<file path="src/rtl/cgw_pkg.sv">
package cgw_pkg;
  typedef enum logic {
    WIN_SHUT = 1'b0,
    WIN_OPEN = 1'b1
  } win_state_t;

  localparam int SYNC_STAGES_DEF = 2;
endpackage

</file>
<file path="src/rtl/cgw_sync.sv">
module cgw_sync #(
  parameter int STAGES = 2
) (
  input  logic clk,
  input  logic rst_n,
  input  logic d_async,
  output logic q_sync
);
  logic [STAGES-1:0] chain_q;
  logic [STAGES-1:0] chain_nxt;

  generate
    if (STAGES == 1) begin : g_one
      always_comb chain_nxt = d_async;
    end else begin : g_many
      always_comb chain_nxt = {chain_q[STAGES-2:0], d_async};
    end
  endgenerate

  always_ff @(posedge clk or negedge rst_n) begin
    if (!rst_n) chain_q <= '0;
    else        chain_q <= chain_nxt;
  end

  assign q_sync = chain_q[STAGES-1];
endmodule

</file>
<file path="src/rtl/cgw_rst_sync.sv">
module cgw_rst_sync #(
  parameter int STAGES = 2
) (
  input  logic clk,
  input  logic rst_n_async,
  output logic rst_n_sync
);
  logic [STAGES-1:0] rel_q;
  logic [STAGES-1:0] rel_nxt;

  generate
    if (STAGES == 1) begin : g_one
      always_comb rel_nxt = 1'b1;
    end else begin : g_many
      always_comb rel_nxt = {rel_q[STAGES-2:0], 1'b1};
    end
  endgenerate

  always_ff @(posedge clk or negedge rst_n_async) begin
    if (!rst_n_async) rel_q <= '0;
    else              rel_q <= rel_nxt;
  end

  assign rst_n_sync = rel_q[STAGES-1];
endmodule

</file>
<file path="src/rtl/cgw_window.sv">
module cgw_window
  import cgw_pkg::*;
#(
  parameter int CODE_W = 3,
  localparam int MASK_W = 1 << CODE_W
) (
  input  logic              clk,
  input  logic              rst_n,
  input  logic              grant_stb,
  input  logic [CODE_W-1:0] grant_code,
  input  logic              release_stb,
  input  logic [MASK_W-1:0] gate_mask,
  output logic              armed
);
  win_state_t win_q;
  win_state_t win_nxt;
  logic       code_hit;
  logic       win_en;

  always_comb begin
    code_hit = gate_mask[grant_code];
    win_en   = release_stb | (grant_stb & code_hit);
    win_nxt  = win_q;
    if (release_stb)                win_nxt = WIN_SHUT;
    else if (grant_stb && code_hit) win_nxt = WIN_OPEN;
  end

  always_ff @(posedge clk or negedge rst_n) begin
    if (!rst_n)      win_q <= WIN_SHUT;
    else if (win_en) win_q <= win_nxt;
  end

  assign armed = (win_q == WIN_OPEN);


  release_closes_chk: assert property (@(posedge clk) disable iff (!rst_n)
    release_stb |=> !armed);


  unmasked_grant_stable_chk: assert property (@(posedge clk) disable iff (!rst_n)
    (grant_stb && !gate_mask[grant_code] && !release_stb) |=> $stable(armed));


  masked_grant_opens_chk: assert property (@(posedge clk) disable iff (!rst_n)
    (grant_stb && gate_mask[grant_code] && !release_stb) |=> armed);
endmodule

</file>
<file path="src/rtl/cgw_gate_ctrl.sv">
module cgw_gate_ctrl (
  input  logic clk,
  input  logic rst_n,
  input  logic stop_sync,
  input  logic armed,
  output logic clk_en,
  output logic req_hold
);
  logic stop_q;
  logic gated_q;
  logic tail_q;
  logic stop_rise;
  logic gated_nxt;

  always_comb begin
    stop_rise = stop_sync & ~stop_q;
    if (gated_q) gated_nxt = stop_sync;
    else         gated_nxt = stop_rise & armed;
  end

  always_ff @(posedge clk or negedge rst_n) begin
    if (!rst_n) begin
      stop_q  <= 1'b0;
      gated_q <= 1'b0;
      tail_q  <= 1'b0;
    end else begin
      stop_q  <= stop_sync;
      gated_q <= gated_nxt;
      tail_q  <= gated_q;
    end
  end

  assign clk_en   = ~gated_q;
  assign req_hold = gated_q | tail_q;


  hold_while_gated_chk: assert property (@(posedge clk) disable iff (!rst_n)
    !clk_en |-> req_hold);


  hold_tail_chk: assert property (@(posedge clk) disable iff (!rst_n)
    $rose(clk_en) |-> (req_hold ##1 !req_hold));


  closed_no_gate_chk: assert property (@(posedge clk) disable iff (!rst_n)
    (clk_en && !armed) |=> clk_en);


  edge_only_gate_chk: assert property (@(posedge clk) disable iff (!rst_n)
    (clk_en && !stop_rise) |=> clk_en);
endmodule

</file>
<file path="src/rtl/clk_gate_window.sv">
module clk_gate_window
  import cgw_pkg::*;
#(
  parameter int CODE_W      = 3,
  parameter int SYNC_STAGES = SYNC_STAGES_DEF,
  localparam int MASK_W     = 1 << CODE_W
) (
  input  logic              clk,
  input  logic              rst_n,
  input  logic              link_stop,
  input  logic              grant_stb,
  input  logic [CODE_W-1:0] grant_code,
  input  logic              release_stb,
  input  logic [MASK_W-1:0] gate_mask,
  output logic              clk_en,
  output logic              req_hold
);
  logic rst_n_int;
  logic stop_sync;
  logic armed;

  cgw_rst_sync #(.STAGES(2)) u_rst (
    .clk         (clk),
    .rst_n_async (rst_n),
    .rst_n_sync  (rst_n_int)
  );

  cgw_sync #(.STAGES(SYNC_STAGES)) u_stop_sync (
    .clk     (clk),
    .rst_n   (rst_n_int),
    .d_async (link_stop),
    .q_sync  (stop_sync)
  );

  cgw_window #(.CODE_W(CODE_W)) u_window (
    .clk         (clk),
    .rst_n       (rst_n_int),
    .grant_stb   (grant_stb),
    .grant_code  (grant_code),
    .release_stb (release_stb),
    .gate_mask   (gate_mask),
    .armed       (armed)
  );

  cgw_gate_ctrl u_gate (
    .clk       (clk),
    .rst_n     (rst_n_int),
    .stop_sync (stop_sync),
    .armed     (armed),
    .clk_en    (clk_en),
    .req_hold  (req_hold)
  );


  reset_state_chk: assert property (@(posedge clk)
    !rst_n_int |-> (clk_en && !req_hold));
endmodule

</file>
<file path="config.mk">
export PLATFORM = sky130hd
export DESIGN_NAME = clk_gate_window
export DESIGN_NICKNAME = d
export VERILOG_FILES = /design/src/rtl/cgw_pkg.sv /design/src/rtl/cgw_sync.sv /design/src/rtl/cgw_rst_sync.sv /design/src/rtl/cgw_window.sv /design/src/rtl/cgw_gate_ctrl.sv /design/src/rtl/clk_gate_window.sv
export SDC_FILE = /design/constraint.sdc
export NUM_CORES = 1
export LEC_CHECK = 0
export BUFFER_PORTS_ARGS = -buffer_cell sky130_fd_sc_hd__clkbuf_2
export CORE_AREA = 2 2 39 41
export DETAILED_ROUTE_END_ITERATION = 6
export DIE_AREA = 0 0 41 43
export GPL_ROUTABILITY_DRIVEN = 0
export PLACE_DENSITY = 0.56
export SETUP_SLACK_MARGIN = 0.2
export SKIP_CTS_REPAIR_TIMING = 1
export SYNTH_ARGS = -nofsm -noshare
export SYNTH_HDL_FRONTEND = slang
export SYNTH_SLANG_ARGS = --single-unit
</file>
<file path="constraint.sdc">
create_clock -name clk -period 2.03 [get_ports clk]
set_input_delay 0.1015 -clock clk [delete_from_list [all_inputs] [get_ports clk]]
set_output_delay 0.1015 -clock clk [all_outputs]
set_load 0.05 [all_outputs]
</file>
# After elaboration in Yosys (flattened, before gate mapping)
# Cells that the tools add are included.
[op_classes]
order_cmp = 1
n_mux = 5
reduce_logical = 3
bitwise_logic = 7
[op_table]
columns = ["operator", "n"]
rows = [
  ["$lt 3x4->1 const B", 1],
  ["$mux 1", 4],
  ["$and 1x1->1", 3],
  ["$bmux 1 s3", 1],
  ["$not 1->1", 2],
  ["$or 1x1->1", 2],
  ["$reduce_and 2->1", 1],
  ["$reduce_bool 2->1", 1],
  ["$logic_and 1x1->1", 1],
]
[totals]
wordCells = 22
in_bits = 16
register_bits = 8

# Depth between registers and ports, before layout
# Gate-level depths: netlist of run 1.
[depth]
ltp_word = 5
ltp_mapped = 3
mapped_depth_nobuf = 3

# Cells and area by module
# Synthesis of run 1 repeated with hierarchy kept, for this count alone.
[unflattened]
cells_unflattened = 22
hier_area_um2 = 317.8
[by_module_without_submodules]
columns = ["mod", "area_per_inst_um2", "instances", "cells_each"]
rows = [
  ["cgw_window", 115.1, 1, 10],
  ["cgw_gate_ctrl", 98.8, 1, 7],
  ["cgw_rst_sync", 53.8, 1, 3],
  ["cgw_sync", 50.0, 1, 2],
]

# Least setup slack after synthesis of run 1
# Ideal clock, no wire load.
[synth_timing]
path_type = "flip-flop to flip-flop"
from = "reg u_gate.gated_q"
to = "reg u_gate.gated_q"
t_arrival_ns = 0.822
t_required_ns = 1.877
setup_ns = 0.153
stages_incl_launch_ff = 3
setup_slack_ns = 1.055
cell_sequence = "dfrtp_1 > inv_1 > a21boi_0"
[synth_between]
elab_chain_cells = 1
[synth_rtl]
columns = ["element", "line", "rtl"]
rows = [
  ["from (decl)", "cgw_gate_ctrl.sv:10", "logic gated_q;"],
  ["from (signal assigned)", "cgw_gate_ctrl.sv:28", "gated_q <= gated_nxt;"],
  ["$mux 1", "cgw_gate_ctrl.sv:17", "if (gated_q) gated_nxt = stop_sync;"],
  ["net u_gate.gated_nxt", "cgw_gate_ctrl.sv:13", "logic gated_nxt;"],
]
# The timed path passes the listed nets, and every way through them passes these cells.
# A chain may end at the register's enable or synchronous reset.

# Final worst setup path of run 1
[layout_timing]
from = "reg u_gate.gated_q"
to = "out req_hold"
[layout_between]
elab_chain_cells = 1
[layout_rtl]
columns = ["element", "line", "rtl"]
rows = [
  ["$or 1x1->1", "cgw_gate_ctrl.sv:34", "assign req_hold = gated_q | tail_q;"],
  ["to (decl)", "clk_gate_window.sv:16", "output logic req_hold"],
]
# No other way between the ends.

==> run_results.csv, run 1 <==
group,metric,value,unit
drt,wl_per_cell,10.32,um
worst_setup_path,worstReg2RegStart,"u_window.armed$_DFFE_PN0P_",
pwr,seq_power_share,50.6,%
drt,drt-initial-drc-count,2,
synthesis,syn_avg_cell_area,14.45,sq um
timing,clock.fmax,0.7912,GHz
timing,rsz0062_at_grt,"false",
timing,tns,0,ns
worst_setup_path,crit_path_cell_trace,"or2_2 > clkbuf_2",
clock_tree,cts_max_path_buffers,2,
synthesis,yosys_warnings,0,
worst_setup_path,endpoint_kind,"primary output",
pwr,intPower,0.2635,mW
clock_tree,clk_pin_slew_worst_paths,0.05,ns
synthesis,yosys-top-cells-count,"8 x dfrtp_1, 2 x nor2_1",
pwr,power.leakage,0.2329,nW
clock_tree,cts_sinks,8,
die,start_util,22.97,%
synthesis,synth_seq_cells,8,
global_routing,grt_pass1_wl,897,um
synthesis,synthArstFlopShare,100.0,%
global_routing,antenna_found_initial,0,
synthesis,yosysTopAreaCellShare,62.99,%
worst_setup_path,rr_worst_depth,3,
global_routing,grt_usage,8.163,%
clock_tree,cts_tree,"yes",
synthesis,synth_fp_nets,38,
die,core,1384,sq um
synthesis,synth_top_family_by_area,"simple AND/OR/NAND/NOR gates",
drt,drc,0,
synthesis,synth_cells,22,
worst_setup_path,r2r_slack,1.00,ns
synthesis,synth-compound-area-share,5.512,%
synthesis,synth-edff-count,0,
placed_design,numPortBuffers,17,
synthesis,seq_area_frac_synth,62.99,%
drt,routed_wl,619,um
global_routing,grt_max_degree,7,
timing,period_minus_slack,1.264,ns
worst_setup_path,worstReg2RegEnd,"u_window.armed$_DFFE_PN0P_",
run_status,status,"finished, final reports clean",
synthesis,synth.most_common_cell,"dfrtp_1",
clock_tree,worstSkewPairLatency,0.24,ns
worst_setup_path,slowest_delay,0.39,ns
die,rows,14,
worst_setup_path,slowest_stage,"dfrtp_1",
drt,dr.pass1.iters,2,
synthesis,yosysTopAreaCell,"dfrtp_1",
synthesis,synth.distinct_cells,14,
clock_tree,htreeDepth,1,
global_routing,grt_pass1_vias,253,
timing,setup_ws,0.7661,ns
pwr,power_density,745.3,nW/um^2
timing,clock_skew,0.001113,ns
pwr,combPwrFrac,15.8,%
drt,vias,259,
die,die_area,1763,sq um
placed_design,pre_cts_ws,0.9087,ns
timing,timing.final.crit_share,62.26,%
clock_tree,cts_buffers,3,
synthesis,synth.area.mux_share,13.78,%
cells_and_area,syn_to_final_growth,46.46,%
worst_setup_path,startpoint_type,"flop",
synthesis,synthAdderAreaFrac,0,%
cells_and_area,nets,62,
timing,slew_violations,0,
drt,via_per_inst,4.317,
die,ios,18,
pwr,p_sw,0.08338,mW
drt,ant_nets,0,
timing,finalHoldViolCount,0,
synthesis,synthTopCellsByArea,"dfrtp_1 63%, mux4_2 7.1%, nor3b_2 3.9%",
synthesis,synth-simple-area-share,15.35,%
cells_and_area,drive_gt1_share,56.82,%
die,die_y,43,um
cells_and_area,fillCellCount,141,
die,die_x,41,um
global_routing,gr-total-overflow,0,
worst_hold_path,hp-class,"flop to asynchronous set/reset pin",
pwr,swShare,24.04,%
timing,setup_viol,0,
synthesis,synth-main-ff-cell,"dfrtp_1",
worst_setup_path,path_class,"flop to primary output",
worst_setup_path,crit_required,1.93,ns
synthesis,synth_xor_area_share,0,%
flow_run,maxCapViolCount,0,
synthesis,synth_area,317.8,sq um
cells_and_area,diodes,0,
worst_setup_path,arrival,1.16,ns
clock_tree,clockRootBuffer,"clkbuf_4",
pwr,vdd_drop_max,0.3506,mV
pwr,clkPwrFrac,33.6,%
worst_setup_path,worstPathMaxFanout,3,
[critical path: cells and delay by family, from the launching register on]
family	cells	cell delay [ns]
DFF	1	0.39
buffers and inverters	1	0.24
and+or+nand+nor	1	0.29
[registers in the layout, indices dropped and copies added (netlist names)]
signal / count
u_rst.rel_q: 2
u_stop_sync.chain_q: 2
u_gate.gated_q: 1
u_gate.stop_q: 1
u_gate.tail_q: 1
u_window.armed: 1
[per-stage QoR]
step / total power, mW / instances / instance area, sq um / hold WS, ns / utilization (%)
6_report: 0.3469 / 60 / 465.4 / 0.09090 / 33.63
5_1_grt: 0.3718 / 60 / 465.4 / 0.1228 / 33.63
4_1_cts: 0.3520 / 58 / 445.4 / -0.3823 / 32.19
3_5_place_dp: 0.2309 / 55 / 422.9 / -0.1115 / 30.56
3_3_place_gp: 0.2303 / 55 / 422.9 / -0.1113 / 30.56
2_1_floorplan: 0.2074 / 22 / 317.8 / -0.1941 / -
[worst max-delay path by stage]
stage / startpoint / endpoint / slack (ns) / depth (start not counted)
3_3_place_gp: grant_code[0] / u_window.armed$_DFFE_PN0P_ / 0.92 / 4
6_report: u_gate.gated_q$_DFF_PN0_ / req_hold / 0.77 / 2
5_1_grt: u_gate.gated_q$_DFF_PN0_ / req_hold / 0.70 / 2
3_5_place_dp: grant_code[0] / u_window.armed$_DFFE_PN0P_ / 0.91 / 4
4_1_cts: u_gate.gated_q$_DFF_PN0_ / req_hold / 0.74 / 2
2_1_floorplan: u_gate.gated_q$_DFF_PN0_ / u_gate.gated_q$_DFF_PN0_ / 1.06 / 2
[power by group through the flow]
stage	logic [mW]	registers, mW	clock network, mW
after floorplan	0.0308	0.177	0
after global placement	0.0521	0.178	0
after detailed placement	0.0522	0.179	0
after CTS	0.0528	0.176	0.123
after global routing	0.0598	0.178	0.134
final	0.0547	0.175	0.117
[layout make-up]
type	count	area [sq um]	area share, %
sequential	8	200.2	43.01
timing repair buffer	19	105.1	22.58
inverter	1	3.754	0.8065
multi-input combinational	13	113.9	24.46
clock buffer	3	22.52	4.839
tap	16	20.02	4.301
[placed cells by master (no fill, tap or decap), types with 2 or more instances in the layout]
cell / n
clkbuf_4: 3
dlygate4sd3_1: 2
clkbuf_2: 17
dfrtp_1: 8
nor2_1: 2
[layer usage]
metal / up-vias / routed length, um / GRT usage, %
li1: 124 / - / -
met1: 117 / 240 / 7.119
met2: 18 / 275 / 12.19
met3: 0 / 103 / 5.759
met4: 0 / 0 / 6.000
met5: - / 0 / 0
[cell families after synthesis]
logic type | after synthesis
flops | 8
compound gates | 2
other cells | 1
buf+inv | 1
simple gates | 7
mux | 3
Power figures use the tool's default switching activity.
==> run 2: changes to the inputs <==
Settings changed: ABC_AREA from default to 1, PLACE_DENSITY 0.56 to 0.6.
Clock period 2.03 ns to 1.1 ns, I/O delays scaled along.
==> run 2 against run 1 <==
Compared with the run above:
- via count is 16% higher
- sequential power rose by 83%
- flip-flop and latch count stayed put
- combinational power up 140%
- critical path depth did not move
- largest cell class unchanged
- highest routed layer unchanged
- worst hold slack got worse by 0.056 ns
- synthesized cell count grew 77%
- clock-buffer cell count unchanged
==> run_results.csv, run 2 <==
group,metric,value,unit
worst_setup_path,endpoint_kind,"primary output",
die,rows,14,
synthesis,synth.most_common_cell,"inv_1",
synthesis,synth_cells,39,
worst_setup_path,arrival,1.03,ns
pwr,clkPwrFrac,32.3,%
synthesis,synthArstFlopShare,100.0,%
clock_tree,cts_max_path_buffers,2,
die,start_util,25.23,%
worst_setup_path,worstPathMaxFanout,3,
synthesis,synth.distinct_cells,13,
timing,clock_skew,0.003861,ns
worst_setup_path,r2r_slack,0.29,ns
clock_tree,htreeDepth,1,
pwr,intPower,0.5031,mW
flow_run,maxCapViolCount,0,
cells_and_area,register_area,200.2,sq um
pwr,seq_power_share,48.1,%
pwr,combPwrFrac,19.5,%
drt,ant_nets,0,
synthesis,seq_area_frac_synth,57.35,%
die,die_x,41,um
worst_setup_path,startpoint_type,"flop",
cells_and_area,mostFrequentLayoutCells,"15 x clkbuf_2, 9 x inv_1, 8 x nand2_1, 8 x dfrtp_1",
worst_setup_path,crit_required,1.04,ns
global_routing,gr-total-overflow,0,
worst_setup_path,worstReg2RegEnd,"u_gate.gated_q$_DFF_PN0_",
cells_and_area,syn_to_final_growth,52.69,%
die,die_area,1763,sq um
timing,hold_ws,0.03458,ns
pwr,swShare,24.52,%
run_status,status,"finished, final reports clean",
timing,setup_viol,0,
clock_tree,clk_pin_slew_worst_paths,0.05,ns
drt,drt-initial-drc-count,5,
synthesis,synth_seq_cells,8,
synthesis,synth_area,349.1,sq um
synthesis,yosys_warnings,0,
clock_tree,cts_tree,"yes",
cells_and_area,fin_util,38.52,%
synthesis,synth-main-ff-cell,"dfrtp_1",
placed_design,dp_cells,72,
drt,via_per_inst,3.810,
placed_design,numPortBuffers,17,
cells_and_area,top_regs,"u_rst.rel_q x2, u_stop_sync.chain_q x2",
worst_hold_path,hp-class,"input pin to flop",
worst_hold_path,hold_end,"u_window.armed$_DFFE_PN0P_",
worst_hold_path,hp-start,"grant_stb",
clock_tree,cts_buffers,3,
synthesis,synthTopCellsByArea,"dfrtp_1 57%, inv_1 9.7%, nand2_1 8.6%",
pwr,vdd_drop_max,0.6896,mV
drt,vias,301,
synthesis,yosysTopAreaCell,"dfrtp_1",
pwr,p_sw,0.1634,mW
worst_setup_path,crit_path_cell_trace,"or2_4 > buf_8",
cells_and_area,final_common_cell,"clkbuf_2",
worst_setup_path,slowest_delay,0.39,ns
global_routing,grt_max_degree,7,
worst_setup_path,path_class,"flop to primary output",
worst_setup_path,rr_worst_depth,2,
drt,routed_wl,601,um
synthesis,yosysTopAreaCellShare,57.35,%
timing,timing.final.crit_share,98.44,%
timing,rsz0062_at_grt,"true",
cells_and_area,fillCellCount,151,
global_routing,grt_pass1_vias,270,
synthesis,yosys-top-cells-count,"9 x inv_1, 8 x dfrtp_1, 8 x nand2_1, 3 x nand3_1, 3 x nor2_1",
drt,drc,0,
timing,finalHoldViolCount,0,
cells_and_area,stdcell_count,79,
placed_design,placed_area,454.2,sq um
synthesis,synth-edff-count,0,
pwr,power.leakage,0.3052,nW
synthesis,synth_fp_nets,55,
clock_tree,clockRootBuffer,"clkbuf_4",
cells_and_area,fin_area,533.0,sq um
pwr,power_density,1251,nW/um^2
synthesis,syn_avg_cell_area,8.951,sq um
clock_tree,cts_sinks,8,
worst_hold_path,min_path_cells,3,
timing,period_minus_slack,1.083,ns
cells_and_area,multi_input_area,113.9,sq um
die,die_y,43,um
timing,clock.fmax,0.9235,GHz
timing,slew_violations,0,
global_routing,antenna_found_initial,0,
global_routing,grt_pass1_wl,952,um
die,ios,18,
cells_and_area,drive_gt1_share,41.27,%
cells_and_area,diodes,0,
die,core,1384,sq um
placed_design,post-dp-hpwl,482,um
drt,dr.pass1.iters,2,
worst_setup_path,slowest_stage,"dfrtp_1",
cells_and_area,nets,81,
worst_setup_path,worstReg2RegStart,"u_gate.gated_q$_DFF_PN0_",
drt,wl_per_cell,7.608,um
global_routing,grt_usage,8.240,%
clock_tree,worstSkewPairLatency,0.25,ns
==> run 2: metal layers <==
metal,vias up,GRT usage [%],wire length (um)
met2,11,12.50,302
met5,-,0,0
met3,0,6.283,56
li1,162,-,-
met1,128,8.725,242
met4,0,2.000,0
==> run 2: per-stage QoR <==
step                total power, mW  setup TNS, ns  worst slack, ns
global placement             0.4282              0           0.1429
detailed placement           0.4299              0           0.1335
global route                 0.7117       -0.02031         -0.02031
finish                       0.6666              0          0.01715
floorplan                    0.3869              0           0.2495
CTS                          0.6546        -0.1411          -0.1411
==> run 2: how the worst max path moves through the flow <==
stage | from | endpoint | slack [ns] | depth (start not counted)
3_5_place_dp | u_gate.gated_q$_DFF_PN0_ | req_hold | 0.13 | 2
6_report | u_gate.gated_q$_DFF_PN0_ | req_hold | 0.02 | 2
3_3_place_gp | u_gate.gated_q$_DFF_PN0_ | req_hold | 0.14 | 2
4_1_cts | u_gate.gated_q$_DFF_PN0_ | req_hold | -0.14 | 2
2_1_floorplan | u_gate.gated_q$_DFF_PN0_ | req_hold | 0.25 | 1
5_1_grt | u_gate.gated_q$_DFF_PN0_ | req_hold | -0.02 | 2
==> run 2: power groups by stage <==
stage          Sequential [mW]  Clock (mW)  Combinational, mW
6_report                 0.321       0.216              0.130
5_1_grt                  0.324       0.246              0.142
4_1_cts                  0.321       0.230              0.104
3_5_place_dp             0.326           0              0.104
3_3_place_gp             0.325           0              0.103
2_1_floorplan            0.324           0             0.0632
==> run 2: layout make-up <==
class                           instances  area share [%]
Inverter                               10           7.042
Multi-Input combinational cell         21           21.36
Tap cell                               16           3.756
Sequential cell                         8           37.56
Timing Repair Buffer                   21           26.06
Clock buffer                            3           4.225
==> run 2: logic make-up (layout without fill, tap and decap cells) <==
family | count (synthesis) | after routing | synth area share [%]
buf+inv | 10 | 34 | 10.75
other cells | 1 | 1 | 1.074
compound gates | 2 | 2 | 4.661
simple gates | 18 | 18 | 26.17
flops | 8 | 8 | 57.35
==> run 2: critical path: cells and delay by family, from the launching register on <==
kind,cells,cell delay [ns]
DFF,1,0.39
buffers and inverters,1,0.15
and+or+nand+nor,1,0.24
